===== config.mk =====
export PLATFORM = sky130hd
export DESIGN_NAME = gpio_bank
export DESIGN_NICKNAME = d
export VERILOG_FILES = /design/src/rtl/gpio_bank_pkg.sv /design/src/rtl/gpio_bank_sync.sv /design/src/rtl/gpio_bank_detect.sv /design/src/rtl/gpio_bank.sv
export SDC_FILE = /design/constraint.sdc
export NUM_CORES = 1
export LEC_CHECK = 0
export BUFFER_PORTS_ARGS = -buffer_cell sky130_fd_sc_hd__buf_2
export CORE_MARGIN = 2
export CORE_UTILIZATION = 49
export CTS_CLUSTER_SIZE = 16
export DETAILED_ROUTE_END_ITERATION = 16
export HOLD_SLACK_MARGIN = 0.03
export PLACE_DENSITY_LB_ADDON = 0.1
export SETUP_SLACK_MARGIN = 0.2
export SYNTH_ARGS = -nofsm -noshare
export SYNTH_HDL_FRONTEND = slang
export SYNTH_HIERARCHICAL = 1
export SYNTH_SLANG_ARGS = --single-unit

===== constraint.sdc =====
create_clock -name clk -period 2.35 [get_ports clk]
set_clock_uncertainty 0.15 [all_clocks]
set_input_delay 0.47 -clock clk [delete_from_list [all_inputs] [get_ports clk]]
set_output_delay 0.47 -clock clk [all_outputs]
set_load 0.01 [all_outputs]

===== src/rtl/gpio_bank_pkg.sv =====
package gpio_bank_pkg;
  localparam logic [7:0] OFF_DOUT  = 8'h00;
  localparam logic [7:0] OFF_DIR   = 8'h04;
  localparam logic [7:0] OFF_IEN   = 8'h30;
  localparam logic [7:0] OFF_IMSK  = 8'h34;
  localparam logic [7:0] OFF_ITYP  = 8'h38;
  localparam logic [7:0] OFF_IPOL  = 8'h3C;
  localparam logic [7:0] OFF_ISTAT = 8'h40;
  localparam logic [7:0] OFF_IRAW  = 8'h44;
  localparam logic [7:0] OFF_FILT  = 8'h48;
  localparam logic [7:0] OFF_ACK   = 8'h4C;
  localparam logic [7:0] OFF_PINS  = 8'h50;
  localparam logic [7:0] OFF_SMODE = 8'h60;
endpackage


===== src/rtl/gpio_bank_sync.sv =====
module gpio_bank_sync #(
  parameter int W      = 32,
  parameter int STAGES = 2
) (
  input  logic         clk,
  input  logic         rst,
  input  logic [W-1:0] d,
  output logic [W-1:0] q
);
  logic [W-1:0] st [STAGES];

  for (genvar g = 0; g < STAGES; g++) begin : g_stage
    always_ff @(posedge clk) begin
      if (rst) st[g] <= '0;
      else if (g == 0) st[g] <= d;
      else st[g] <= st[(g == 0) ? 0 : g-1];
    end
  end

  assign q = st[STAGES-1];
endmodule


===== src/rtl/gpio_bank_detect.sv =====
module gpio_bank_detect #(
  parameter int W = 32
) (
  input  logic         clk,
  input  logic         rst,
  input  logic [W-1:0] lvl_in,
  input  logic [W-1:0] ien,
  input  logic [W-1:0] imsk,
  input  logic [W-1:0] ityp,
  input  logic [W-1:0] ipol,
  input  logic [W-1:0] ack,
  output logic [W-1:0] raw,
  output logic [W-1:0] status
);
  logic [W-1:0] prev;
  logic [W-1:0] held;

  always_ff @(posedge clk) begin
    if (rst) prev <= '0;
    else     prev <= lvl_in;
  end

  for (genvar i = 0; i < W; i++) begin : g_pin
    logic rise, fall, hit, active, lat;
    assign rise   = lvl_in[i] & ~prev[i];
    assign fall   = ~lvl_in[i] & prev[i];
    assign hit    = ipol[i] ? rise : fall;
    assign active = ipol[i] ? lvl_in[i] : ~lvl_in[i];

    always_ff @(posedge clk) begin
      if (rst) lat <= 1'b0;
      else     lat <= ien[i] & ityp[i] & (hit | (lat & ~ack[i]));
    end

    assign held[i] = lat;
    assign raw[i]  = ien[i] & (ityp[i] ? held[i] : active);
  end

  assign status = raw & ~imsk;
endmodule


===== src/rtl/gpio_bank.sv =====
module gpio_bank
  import gpio_bank_pkg::*;
#(
  parameter int W         = 32,
  parameter int ADDR_W    = 8,
  parameter int SYNC_STGS = 2
) (
  input  logic              clk,
  input  logic              rst,
  input  logic              bus_valid,
  input  logic              bus_write,
  input  logic [ADDR_W-1:0] bus_addr,
  input  logic [W-1:0]      bus_wdata,
  output logic [W-1:0]      bus_rdata,
  input  logic [W-1:0]      pad_in,
  output logic [W-1:0]      pad_out,
  output logic [W-1:0]      pad_oe,
  output logic              irq
);
  logic [W-1:0] reg_dout, reg_dir, reg_ien, reg_imsk, reg_ityp, reg_ipol;
  logic [W-1:0] reg_filt, reg_smode;
  logic [W-1:0] pin_sync, pin_level, irq_raw, irq_status, ack_vec, rd_mux;
  logic         wr_go, rd_go;

  assign wr_go = bus_valid & bus_write;
  assign rd_go = bus_valid & ~bus_write;

  gpio_bank_sync #(.W(W), .STAGES(SYNC_STGS)) u_sync (
    .clk(clk), .rst(rst), .d(pad_in), .q(pin_sync)
  );

  assign ack_vec = (wr_go && bus_addr == ADDR_W'(OFF_ACK)) ? bus_wdata : '0;

  gpio_bank_detect #(.W(W)) u_det (
    .clk(clk), .rst(rst), .lvl_in(pin_sync),
    .ien(reg_ien), .imsk(reg_imsk), .ityp(reg_ityp), .ipol(reg_ipol),
    .ack(ack_vec), .raw(irq_raw), .status(irq_status)
  );

  always_ff @(posedge clk) begin
    if (rst) begin
      reg_dout <= '0; reg_dir  <= '0; reg_ien   <= '0; reg_imsk <= '0;
      reg_ityp <= '0; reg_ipol <= '0; reg_filt  <= '0; reg_smode <= '0;
    end else if (wr_go) begin
      case (bus_addr)
        ADDR_W'(OFF_DOUT):  reg_dout  <= bus_wdata;
        ADDR_W'(OFF_DIR):   reg_dir   <= bus_wdata;
        ADDR_W'(OFF_IEN):   reg_ien   <= bus_wdata;
        ADDR_W'(OFF_IMSK):  reg_imsk  <= bus_wdata;
        ADDR_W'(OFF_ITYP):  reg_ityp  <= bus_wdata;
        ADDR_W'(OFF_IPOL):  reg_ipol  <= bus_wdata;
        ADDR_W'(OFF_FILT):  reg_filt  <= bus_wdata;
        ADDR_W'(OFF_SMODE): reg_smode <= bus_wdata;
        default: ;
      endcase
    end
  end

  assign pin_level = (reg_dir & reg_dout) | (~reg_dir & pin_sync);

  always_comb begin
    case (bus_addr)
      ADDR_W'(OFF_DOUT):  rd_mux = reg_dout;
      ADDR_W'(OFF_DIR):   rd_mux = reg_dir;
      ADDR_W'(OFF_IEN):   rd_mux = reg_ien;
      ADDR_W'(OFF_IMSK):  rd_mux = reg_imsk;
      ADDR_W'(OFF_ITYP):  rd_mux = reg_ityp;
      ADDR_W'(OFF_IPOL):  rd_mux = reg_ipol;
      ADDR_W'(OFF_ISTAT): rd_mux = irq_status;
      ADDR_W'(OFF_IRAW):  rd_mux = irq_raw;
      ADDR_W'(OFF_FILT):  rd_mux = reg_filt;
      ADDR_W'(OFF_PINS):  rd_mux = pin_level;
      ADDR_W'(OFF_SMODE): rd_mux = reg_smode;
      default:            rd_mux = '0;
    endcase
  end

  always_ff @(posedge clk) begin
    if (rst) begin
      bus_rdata <= '0;
      irq       <= 1'b0;
    end else begin
      if (rd_go) bus_rdata <= rd_mux;
      irq <= |irq_status;
    end
  end

  assign pad_out = reg_dout;
  assign pad_oe  = reg_dir;
endmodule


==> summary.txt <==
Setup path
  – Crit path max fanout: 5
  – CP startpoint kind: register
  – Worst path max stage delay: 0.54 ns
  – Worst path most repeated cell: nor2_1
  – CP top delay family: simple AND/OR/NAND/NOR gates
  – Worst EP required: 2.66 ns
  – Crit path cell chain: xnor2_1, mux2i_1, nor3b_1, nor4_2, buf_4, nand4_1, nor2_1, nor2_1
  – FF-to-FF setup slack: 0.16 ns
  – Critical path type: reg2reg
  – Bufs and invs on worst path: 1
  – Slowest CP cell: nor3b_1
  – Arr. time, crit path: 2.50 ns
  – Crit. End Element: register

CTS
  – Worst-path clk slew: approximately 0.06 ns
  – Root Driver: clkbuf_16
  – CTS tree: done
  – H-tree Lvls: 2
  – Worst-Skew Late Latency: 0.59 ns
  – Cts bufs inserted: 45
  – Clock sinks: 417
  – Clock buffer depth: 3

Global routing
  – GRT Max-Usage Layer: met2
  – Met1 usage: 0.4384
  – Met3 Usage GRT: 0.05217
  – Global route overflow: 0
  – Pin count of the biggest net entering global routing: 116
  – Met2 usage: 0.5457
  – First-pass GRT wire length: 105700 µm
  – Vias in the first global route: 17460
  – Global-route usage over all layers: 0.3354
  – Antenna violations before repair: 2

Floorplan
  – Die Ht: between 200 and 250 µm
  – Die ar.: 41110 µm²
  – Initial Util: 0.4985
  – Die Width: 202.8 µm
  – Floorplan core area: around 39000 µm²
  – FP Rows: 72
  – I/O pins: between 150 and 200

Synth
  – Ys async rst share: 0
  – Sequential area share after synthesis: 0.4313
  – EDFF count, synth: 0
  – Synthesis-stage register bit count: between 400 and 500
  – Count leader, synth: nand2_1
  – Cells after Synth: 2300
  – Syn Nets: 2376
  – Synth cell count leaders: nand2_1, dfxtp_1, a21oi_1, a22oi_1, clkbuf_1
  – Leading post-synthesis cells by cell area: dfxtp_1, nand2_1, a21oi_1, a22oi_1, mux2i_1
  – Yosys cell types: 61
  – Post-synth top area cell: dfxtp_1
  – Post-Syn Area per Cell: 8.416 µm²
  – Synthesized area: a little under 20000 µm²
  – Most used DFF post-synth: dfxtp_1
  – YS warnings: 6
  – Yosys top cell area share: 0.4313

Layout
  – Final nets: approximately 2600
  – Post-route non-filler standard cell count: between 3000 and 4000
  – Layout cells sized above 1: 0.2283
  – Syn-to-layout area delta: 21.36%
  – N_diodes: 0

Place
  – Port bufs: 172
  – Routability-driven placement congestion ratio: 0.9529
  – HPWL after detailed placement: 46570 µm
  – Dpl cells: around 3000

Flow run
  – Max Cap Violations: 0

Status
  – Run status: finished clean

Detailed routing
  – DR vias/cell: approximately 6.0
  – Final wirelength: 70160 µm
  – Routed Antenna Nets: 0
  – Drt first pass iters: 8
  – DR DRC count: 0
  – DR iter-0 viols: 1750
  – Vias: 18350
  – DR WL/cell: 22.81 µm

Pwr
  – Max IR drop VDD: 0.5254 mV
  – P per Cell Area: 651.3 nW/µm²
  – Leakage power: 7.972 nW
  – Power Total: around 15 mW

Timing
  – Final Hold Viols: 0
  – Fmax: approximately 460 MHz
  – Slew @ Worst Pin: 0.6214 ns
  – Setup violators final: 0
  – RSZ-0062 raised after global routing: true
  – Final min period: 2.192 ns
  – Slew Viols, Final: 0
  – Fin crit share: 0.9329
  – Slew headroom: 0.5848

Min path
  – Kind of path behind the tightest hold check: in2reg
cells by family (layout without fill, tap and decap cells):
group	after synthesis	after routing	share of synthesized area
AND/OR/NAND/NOR	1010	1010	0.2593
AO/OA/AOI/OAI	562	562	0.2010
flip-flops	417	417	0.4313
buffers and inverters	190	448	0.04577
multiplexers	89	89	0.04816
XOR/XNOR	32	32	0.01448
area by class of cell:
type | instances | area, µm²
flip-flops and latches | 417 | 8351
clock inverters | 14 | 152.6
well taps | 518 | 648.1
inverters | 1 | 3.754
repair buffers | 365 | 2740
clock buffers | 68 | 1333
fillers | 3445 | 15340
multi-input cells | 1693 | 10260
flip-flops by register name, summed over array words and instances (netlist names):
signal,cells
pad_out,32
bus_rdata,32
reg_imsk,32
reg_ien,32
irq,1
reg_smode,32
reg_ipol,32
u_sync/st,64
u_det/g_pin.lat,32
reg_filt,32
pad_oe,32
u_det/prev,32
reg_ityp,32
routing by layer:
layer | routed length, µm | share of wire | vias to the layer above
li1 | - | - | 8422
met1 | 29190 | 0.42 | 8823
met2 | 32210 | 0.46 | 880
met3 | 5580 | 0.080 | 218
met4 | 3142 | 0.045 | 4
met5 | 33 | 0.00047 | -
worst min-delay path: cells and delay by family:
kind            cells  cell delay, ns
simple gates        1            0.07
buf+inv             1            0.16
compound gates      1            0.05
layout by cell type, fill, tap and decap left out, types with 45 or more instances in the layout:
cell / count
nor2_1: 68
buf_4: 133
dfxtp_1: 415
a22oi_1: 118
nand2_1: 614
nor2b_1: 71
nor2b_2: 61
clkbuf_16: 45
buf_2: 171
a21oi_1: 268
mux2i_1: 56
power by group:
part	switching (mW)	internal [mW]	leakage, nW	total, mW
Clock	2.96	4.24	0.740	7.20
Combinational	0.578	0.337	3.86	0.915
Sequential	0.0493	7.14	3.38	7.19
Total	3.59	11.7	7.97	15.3
timing repair:
action / in CTS / in global routing
hold buffers: 33 / 0
pin swaps: 0 / 1
resized for setup: 2 / 6
setup endpoints to repair: 2 / 8
setup buffers: 0 / 2
endpoints found under the hold margin: 38 / 0
metrics by stage:
stage	setup slack [ns]	hold WS (ns)	TNS, ns	util	cell area, µm²
2_1_floorplan	0.2065	0.2638	0	-	19380
3_3_place_gp	-0.1477	0.2655	-4.407	0.5568	21620
3_5_place_dp	-0.1658	0.2726	-12.28	0.5568	21620
4_1_cts	0.1990	0.03963	0	0.6039	23450
5_1_grt	0.1204	0.07122	0	0.6050	23490
6_report	0.1577	0.06010	0	0.6050	23490
final timing paths:
check / startpoint / to / depth (start not counted)
worst max-delay path: reg_ipol[22] / irq / 8
worst min register to register: u_sync/st[0][28] / u_sync/st[1][28] / 1
worst min-delay path: bus_wdata[31] / reg_smode[31] / 3
worst max register to register: reg_ipol[22] / irq / 8
(Power assumes the default switching activity.)
